File: config.mk
export PLATFORM = sky130hd
export DESIGN_NAME = recency_tlb
export DESIGN_NICKNAME = d
export VERILOG_FILES = /design/src/rtl/rtlb_pkg.sv /design/src/rtl/rtlb_match.sv /design/src/rtl/rtlb_ctrl.sv /design/src/rtl/rtlb_store.sv /design/src/rtl/recency_tlb.sv
export SDC_FILE = /design/constraint.sdc
export NUM_CORES = 1
export LEC_CHECK = 0
export ABC_AREA = 1
export BUFFER_PORTS_ARGS = -buffer_cell sky130_fd_sc_hd__buf_2
export CAP_MARGIN = 20
export CORE_MARGIN = 2
export CORE_UTILIZATION = 30
export CTS_CLUSTER_DIAMETER = 30
export DETAILED_ROUTE_END_ITERATION = 10
export GPL_TIMING_DRIVEN = 0
export HOLD_SLACK_MARGIN = 0.08
export PLACE_DENSITY = 0.44
export SETUP_SLACK_MARGIN = 0.1
export SLEW_MARGIN = 20
export SYNTH_ARGS = -nofsm -noshare
export SYNTH_HDL_FRONTEND = slang
export SYNTH_HIERARCHICAL = 1
export SYNTH_SLANG_ARGS = --single-unit
File: constraint.sdc
create_clock -name clk -period 3.87 [get_ports clk]
set_input_delay 0.387 -clock clk [delete_from_list [all_inputs] [get_ports clk]]
set_output_delay 0.387 -clock clk [all_outputs]
set_load 0.005 [all_outputs]
File: src/rtl/rtlb_pkg.sv
// Shared definitions for the recency-ordered translation buffer.
// Assumes nothing beyond IEEE 1800-2017 packages.
package rtlb_pkg;

    // Operation applied to the entry list at the next clock edge.
    typedef enum logic [1:0] {
        LIST_HOLD    = 2'd0,
        LIST_PROMOTE = 2'd1,
        LIST_FILL    = 2'd2,
        LIST_FLUSH   = 2'd3
    } list_op_e;

endpackage

File: src/rtl/rtlb_match.sv
// Parallel tag comparators plus a lowest-slot priority encoder.
// Assumes ENTRIES >= 2 and that a page-size shift never exceeds VPN_W.
module rtlb_match #(
    parameter int ENTRIES = 8,
    parameter int VPN_W   = 20,
    parameter int ASID_W  = 8,
    parameter int SHIFT_W = 3,
    parameter int IDX_W   = $clog2(ENTRIES)
) (
    input  logic [ENTRIES-1:0]              ent_valid,
    input  logic [ENTRIES-1:0]              ent_global,
    input  logic [ENTRIES-1:0][VPN_W-1:0]   ent_vpn,
    input  logic [ENTRIES-1:0][SHIFT_W-1:0] ent_shift,
    input  logic [ENTRIES-1:0][ASID_W-1:0]  ent_asid,
    input  logic [VPN_W-1:0]                req_vpn,
    input  logic [ASID_W-1:0]               req_ctx,
    output logic [ENTRIES-1:0]              match_vec,
    output logic                            hit,
    output logic [IDX_W-1:0]                idx
);

    // One comparator per slot; bits below the entry's shift are don't-care.
    for (genvar k = 0; k < ENTRIES; k++) begin : g_cmp
        logic [VPN_W-1:0] care;
        logic             vpn_eq;
        logic             ctx_ok;
        assign care   = {VPN_W{1'b1}} << ent_shift[k];
        assign vpn_eq = ((ent_vpn[k] ^ req_vpn) & care) == '0;
        assign ctx_ok = ent_global[k] || (ent_asid[k] == req_ctx);
        assign match_vec[k] = ent_valid[k] && vpn_eq && ctx_ok;
    end

    // Pick the lowest matching slot (scan from the tail, last write wins).
    always_comb begin
        hit = 1'b0;
        idx = '0;
        for (int k = ENTRIES - 1; k >= 0; k--) begin
            if (match_vec[k]) begin
                hit = 1'b1;
                idx = IDX_W'(k);
            end
        end
    end

endmodule

File: src/rtl/rtlb_ctrl.sv
// Decides which list operation commits at the next edge.
// Priority: flush, then fill, then promotion of a deep hit.
// Assumes HOLD_WIN >= 0; values past the last slot disable promotion.
module rtlb_ctrl
    import rtlb_pkg::*;
#(
    parameter int ENTRIES  = 8,
    parameter int HOLD_WIN = 1,
    parameter int IDX_W    = $clog2(ENTRIES)
) (
    input  logic             flush_i,
    input  logic             fill_i,
    input  logic             lk_valid_i,
    input  logic             hit_i,
    input  logic [IDX_W-1:0] idx_i,
    output list_op_e         op_o,
    output logic [IDX_W-1:0] src_o
);

    localparam int WIN_CLAMP = (HOLD_WIN > ENTRIES - 1) ? ENTRIES - 1 : HOLD_WIN;
    localparam logic [IDX_W-1:0] WIN_IDX = IDX_W'(WIN_CLAMP);

    logic deep_hit;

    // A real access that hits beyond the protected window asks for promotion.
    assign deep_hit = lk_valid_i && hit_i && (idx_i > WIN_IDX);

    // Resolve competing requests into a single list operation.
    always_comb begin
        if (flush_i)       op_o = LIST_FLUSH;
        else if (fill_i)   op_o = LIST_FILL;
        else if (deep_hit) op_o = LIST_PROMOTE;
        else               op_o = LIST_HOLD;
    end

    // The promoted entry is always the current lookup winner.
    assign src_o = idx_i;

endmodule

File: src/rtl/rtlb_store.sv
// Recency-ordered entry storage: slot 0 is most recent.
// Every slot takes its next value from itself, its upper neighbour,
// the fill data or the promoted slot. Entries are opaque ENT_W vectors.
// Assumes ENTRIES >= 2.
module rtlb_store
    import rtlb_pkg::*;
#(
    parameter int ENTRIES = 8,
    parameter int ENT_W   = 64,
    parameter int IDX_W   = $clog2(ENTRIES)
) (
    input  logic                          clk,
    input  logic                          rst_n,
    input  list_op_e                      op,
    input  logic [IDX_W-1:0]              src_idx,
    input  logic [ENT_W-1:0]              new_ent,
    output logic [ENTRIES-1:0][ENT_W-1:0] slots
);

    logic [ENTRIES-1:0][ENT_W-1:0] q;
    logic [ENTRIES-1:0][ENT_W-1:0] nxt;

    // Per-slot next-state selection.
    for (genvar i = 0; i < ENTRIES; i++) begin : g_slot
        if (i == 0) begin : g_head
            assign nxt[i] = (op == LIST_FLUSH)   ? '0 :
                            (op == LIST_FILL)    ? new_ent :
                            (op == LIST_PROMOTE) ? q[src_idx] :
                                                   q[i];
        end else begin : g_body
            logic in_shift;
            assign in_shift = (op == LIST_FILL) ||
                              ((op == LIST_PROMOTE) && (IDX_W'(i) <= src_idx));
            assign nxt[i] = (op == LIST_FLUSH) ? '0 :
                            in_shift           ? q[i-1] :
                                                 q[i];
        end
    end

    // Commit the whole list on the clock edge; reset empties it.
    always_ff @(posedge clk) begin
        if (!rst_n) q <= '0;
        else        q <= nxt;
    end

    assign slots = q;

    assert_flush_empty_R7: assert property (@(posedge clk) disable iff (!rst_n)
        (op == LIST_FLUSH) |=> (q == '0));

    assert_fill_tail_drop_R6: assert property (@(posedge clk) disable iff (!rst_n)
        (op == LIST_FILL) |=> (q[ENTRIES-1] == $past(q[ENTRIES-2])));

    assert_promote_to_head_R4: assert property (@(posedge clk) disable iff (!rst_n)
        (op == LIST_PROMOTE) |=> (q[0] == $past(q[src_idx])));

    assert_hold_stable_R5: assert property (@(posedge clk) disable iff (!rst_n)
        (op == LIST_HOLD) |=> $stable(q));

endmodule

File: src/rtl/recency_tlb.sv
// Fully associative translation buffer whose entries are physically kept
// in recency order. Lookup is combinational; list updates commit at the
// next edge. Assumes ENTRIES >= 2 and entry shifts below VPN_W.
module recency_tlb
    import rtlb_pkg::*;
#(
    parameter int  ENTRIES  = 8,
    parameter int  VPN_W    = 20,
    parameter int  PFN_W    = 20,
    parameter int  ASID_W   = 8,
    parameter int  SHIFT_W  = 3,
    parameter int  PERM_W   = 2,
    parameter int  DOM_W    = 4,
    parameter int  HOLD_WIN = 1,
    localparam int ATTR_W   = 2 + PERM_W + DOM_W,
    localparam int IDX_W    = $clog2(ENTRIES)
) (
    input  logic               clk,
    input  logic               rst_n,
    input  logic               flush_i,
    input  logic               fill_i,
    input  logic [VPN_W-1:0]   fill_vpn_i,
    input  logic [ASID_W-1:0]  fill_asid_i,
    input  logic [PFN_W-1:0]   fill_pfn_i,
    input  logic [SHIFT_W-1:0] fill_shift_i,
    input  logic               fill_global_i,
    input  logic [ATTR_W-1:0]  fill_attr_i,
    input  logic               lk_valid_i,
    input  logic [VPN_W-1:0]   lk_vpn_i,
    input  logic [ASID_W-1:0]  lk_ctx_i,
    output logic               lk_hit_o,
    output logic [IDX_W-1:0]   lk_idx_o,
    output logic [PFN_W-1:0]   lk_pfn_o,
    output logic [ATTR_W-1:0]  lk_attr_o
);

    // Entry layout, LSB upward.
    localparam int ATTR_LO  = 0;
    localparam int PFN_LO   = ATTR_LO + ATTR_W;
    localparam int VPN_LO   = PFN_LO + PFN_W;
    localparam int SHIFT_LO = VPN_LO + VPN_W;
    localparam int ASID_LO  = SHIFT_LO + SHIFT_W;
    localparam int GLB_BIT  = ASID_LO + ASID_W;
    localparam int VLD_BIT  = GLB_BIT + 1;
    localparam int ENT_W    = VLD_BIT + 1;
    localparam int WIN_CLAMP = (HOLD_WIN > ENTRIES - 1) ? ENTRIES - 1 : HOLD_WIN;

    logic [ENTRIES-1:0][ENT_W-1:0]   slot_q;
    logic [ENTRIES-1:0]              e_valid;
    logic [ENTRIES-1:0]              e_global;
    logic [ENTRIES-1:0][VPN_W-1:0]   e_vpn;
    logic [ENTRIES-1:0][SHIFT_W-1:0] e_shift;
    logic [ENTRIES-1:0][ASID_W-1:0]  e_asid;
    logic [ENTRIES-1:0][PFN_W-1:0]   e_pfn;
    logic [ENTRIES-1:0][ATTR_W-1:0]  e_attr;
    logic [ENTRIES-1:0]              match_vec;
    logic                            hit;
    logic [IDX_W-1:0]                idx;
    logic [ENT_W-1:0]                new_ent;
    list_op_e                        op;
    logic [IDX_W-1:0]                src_idx;

    // Split each stored vector into its fields.
    for (genvar k = 0; k < ENTRIES; k++) begin : g_unpack
        assign e_valid[k]  = slot_q[k][VLD_BIT];
        assign e_global[k] = slot_q[k][GLB_BIT];
        assign e_asid[k]   = slot_q[k][ASID_LO  +: ASID_W];
        assign e_shift[k]  = slot_q[k][SHIFT_LO +: SHIFT_W];
        assign e_vpn[k]    = slot_q[k][VPN_LO   +: VPN_W];
        assign e_pfn[k]    = slot_q[k][PFN_LO   +: PFN_W];
        assign e_attr[k]   = slot_q[k][ATTR_LO  +: ATTR_W];
    end

    // Assemble the entry written by a fill; it is always valid.
    assign new_ent = {1'b1, fill_global_i, fill_asid_i, fill_shift_i,
                      fill_vpn_i, fill_pfn_i, fill_attr_i};

    rtlb_match #(
        .ENTRIES (ENTRIES),
        .VPN_W   (VPN_W),
        .ASID_W  (ASID_W),
        .SHIFT_W (SHIFT_W),
        .IDX_W   (IDX_W)
    ) u_match (
        .ent_valid  (e_valid),
        .ent_global (e_global),
        .ent_vpn    (e_vpn),
        .ent_shift  (e_shift),
        .ent_asid   (e_asid),
        .req_vpn    (lk_vpn_i),
        .req_ctx    (lk_ctx_i),
        .match_vec  (match_vec),
        .hit        (hit),
        .idx        (idx)
    );

    rtlb_ctrl #(
        .ENTRIES  (ENTRIES),
        .HOLD_WIN (HOLD_WIN),
        .IDX_W    (IDX_W)
    ) u_ctrl (
        .flush_i    (flush_i),
        .fill_i     (fill_i),
        .lk_valid_i (lk_valid_i),
        .hit_i      (hit),
        .idx_i      (idx),
        .op_o       (op),
        .src_o      (src_idx)
    );

    rtlb_store #(
        .ENTRIES (ENTRIES),
        .ENT_W   (ENT_W),
        .IDX_W   (IDX_W)
    ) u_store (
        .clk     (clk),
        .rst_n   (rst_n),
        .op      (op),
        .src_idx (src_idx),
        .new_ent (new_ent),
        .slots   (slot_q)
    );

    // Drive the lookup result; a miss returns all zeros.
    always_comb begin
        lk_hit_o  = hit;
        lk_idx_o  = hit ? idx       : '0;
        lk_pfn_o  = hit ? e_pfn[idx]  : '0;
        lk_attr_o = hit ? e_attr[idx] : '0;
    end

    assert_first_match_R1: assert property (@(posedge clk) disable iff (!rst_n)
        lk_hit_o |-> (match_vec[lk_idx_o] &&
                      ((match_vec & ((ENTRIES)'(1) << lk_idx_o) - (ENTRIES)'(1)) == '0)));

    assert_window_no_reorder_R5: assert property (@(posedge clk) disable iff (!rst_n)
        (lk_valid_i && lk_hit_o && (int'(lk_idx_o) <= WIN_CLAMP) && !fill_i && !flush_i)
        |=> $stable(slot_q));

    assert_fill_beats_promote_R8: assert property (@(posedge clk) disable iff (!rst_n)
        (fill_i && !flush_i) |=> (slot_q[0] == $past(new_ent)));

    assert_idle_probe_R10: assert property (@(posedge clk) disable iff (!rst_n)
        (!lk_valid_i && !fill_i && !flush_i) |=> $stable(slot_q));

endmodule

==> flow_summary.ini <==
[placement]
gp_congestion = 0.894
hpwl_um = 103000
io_buffers = 104

[grt]
grt_pass1_vias = 30700
met1_usage = 0.392
grt-busiest-layer = met2
grt_use_met2 = 0.442
grt_pass1_wl_um = 205000
grt-ovfl-total = 0
track_usage = 0.284
grt_max_degree = 17
antenna_found_initial = 4
grt_util_met3 = 0.0587

[floorplan]
die_w_um = 315
dieArea_um2 = 99500
io_pins = 125
die_h_um = 315
start_util = 0.302
core_area_um2 = 96400
num_rows = 114

[run_status]
status = finished with violations
violations = setup timing

[synth]
syn-cell-area_um2 = 29100
syn_area_per_cell_um2 = 6.02
yosys_warnings = 6
synth_cells = 4836
synth_fp_nets = 4932

[critical_path]
cp-start-kind = register
crit_path_end_kind = register
critPathBufInv = 9
critPathMaxFanout = 8
critPathMostFrequentCell = inv_4
reg2reg_depth = 24
required_ns = 4.55
r2r_slack_ns = -0.13
r2r-start = u_store/slots[172]$_SDFFE_PP0P_
r2r-end = u_store/slots[243]$_SDFFE_PP0P_
worstSetupPathType = register to register
cpPeakStageDelay_ns = 0.41
critical-path-slowest-cell = dfxtp_4
worstPathArrival_ns = 4.68
path_delay_family = simple AND/OR/NAND/NOR gates
crit_chain = inv_4 > o21ai_2 > nand2_2 > nor3_4 > nand4_1 > nor2_4 > nor2_4 > a21oi_4 > buf_4 > buf_6 > inv_4 > nand2_4 > nand2_4 > nand2_8 > inv_4 > ha_4 > clkinv_8 > nand2_8 > a31oi_4 > buf_12 > buf_16 > buf_6 > o21ai_0 > a21oi_1

[finish]
post-route-util = 0.435
fill_cells = 10300
drive_above_1_share = 0.203
largest_register_ffs = 488
final_nets = 5364
syn_to_final_growth_pct = 44.0

[sta]
hold_viol = 0
worst_slew_pin_slew_ns = 0.579
layout_worst_path_cycle_share = 1.03
clock_skew_ns = 0.0365
fmax_mhz = 250
period_minus_slack_ns = 4.00
holdWs_ns = 0.0965
maxSlewViolCount = 0
finalSetupTns_ns = -4.96
rsz0062_at_grt = true
fin_ws_ns = -0.129
finalSetupViolations = 88
slew_headroom = 0.614

[hold_path]
min_to = u_store/slots[57]$_SDFFE_PP0P_
whs_path_depth = 5
hold_class = input pin to register
hp-start = fill_asid_i[6]

[route]
drt_pass1_iterations = 9
routedWlPerCell_um = 21.9
via_count = 32300
drt_iter0_markers = 2838
wirelength_um = 146000
final_antenna_net_count = 0
drc = 0
vias_per_cell = 4.84

[cts]
cts_inserted_buffers = 161
clkTransAtPathRegs_ns = 0.04
cts.path.max_buffers = 3
clk-insertion-delay-late_ns = 0.77
htree_levels = 4
cts_tree = built
cts.sinks = 488
cts_root_buffer = clkbuf_16

[power_and_ir_drop]
peakVddDrop_mv = 0.321
leakage_nw = 18.5
p_per_area_nw_per_um2 = 496

[flow_run]
drv_cap = 0
==> placed cells by master (no fill, tap or decap), types with 11 or more instances in the layout <==
cell type,n
nand2_1,1247
inv_1,756
nor2_1,458
dfxtp_1,444
a21oi_1,426
o21ai_0,375
nand3_1,218
clkbuf_16,181
buf_2,148
buf_4,109
o21ai_1,92
nand2_2,80
xor2_1,78
buf_6,73
buf_12,65
xnor2_1,60
dlygate4sd3_1,55
clkbuf_8,42
clkbuf_4,37
buf_8,36
nand3_2,35
dfxtp_2,33
clkbuf_1,31
clkinv_2,30
clkbuf_2,25
nor2_2,20
nand2_4,18
nor2_4,18
inv_2,17
bufinv_16,16
nand4_1,14
a21oi_2,13
buf_16,11
o22ai_1,11
dfxtp_4,11
==> tightest hold or removal path, cell delays in order <==
cell,delay [ns]
buf_2,0.08
nor2_1,0.05
nor2_1,0.12
nand2_1,0.07
a21oi_1,0.10
==> per-stage QoR <==
stage	power (mW)	cell area (um2)	std cells	setup slack [ns]
2_1_floorplan	6.45	29100	4836	0.654
3_3_place_gp	7.07	31200	6216	-2.29
3_5_place_dp	7.08	31300	6219	-2.02
4_1_cts	20.6	39700	6621	-0.0257
5_1_grt	21.4	41900	6676	-0.196
6_report	20.8	41900	6676	-0.129
==> worst max path at each step <==
stage / to / from / depth (start not counted) / slack, ns
floorplan: u_store/slots[1]$_SDFFE_PP0P_ / lk_vpn_i[15] / 24 / 0.65
global placement: u_store/slots[79]$_SDFFE_PP0P_ / lk_ctx_i[5] / 24 / -2.29
detailed placement: u_store/slots[44]$_SDFFE_PP0P_ / lk_ctx_i[5] / 26 / -2.02
CTS: lk_pfn_o[12] / u_store/slots[172]$_SDFFE_PP0P_ / 17 / -0.03
global route: lk_attr_o[2] / u_store/slots[347]$_SDFFE_PP0P_ / 25 / -0.20
finish: u_store/slots[243]$_SDFFE_PP0P_ / u_store/slots[172]$_SDFFE_PP0P_ / 24 / -0.13
==> final cells by class <==
type                    count  area, um2  share of cell area
multi-input cells        3250      15800               0.377
repair buffers            280       2920              0.0696
clock inverters            62        907              0.0217
clock buffers             232       4700               0.112
well taps                1276       1600              0.0381
plain buffers             302       3120              0.0745
flip-flops and latches    488       9850               0.235
diodes                      1       2.50           0.0000597
inverters                 785       3010              0.0717
==> layer usage <==
metal,share of wire,up-vias
met5,0.000089,-
met4,0.029,2
met3,0.084,251
met1,0.45,15000
li1,-,15900
met2,0.44,1269
==> power breakdown <==
group,total (mW),switching [mW],internal [mW]
Combinational,2.01,1.23,0.786
Clock,13.3,3.90,9.39
Sequential,5.46,0.198,5.26
Total,20.8,5.32,15.4
==> repair_timing <==
item,in CTS,in global routing
pin swaps,54,54
hold buffers,55,0
cloned,9,20
endpoints found under the hold margin,55,0
resized for setup,545,609
setup buffers,49,42
endpoints found under the setup margin,520,517
(Power assumes the default switching activity.)
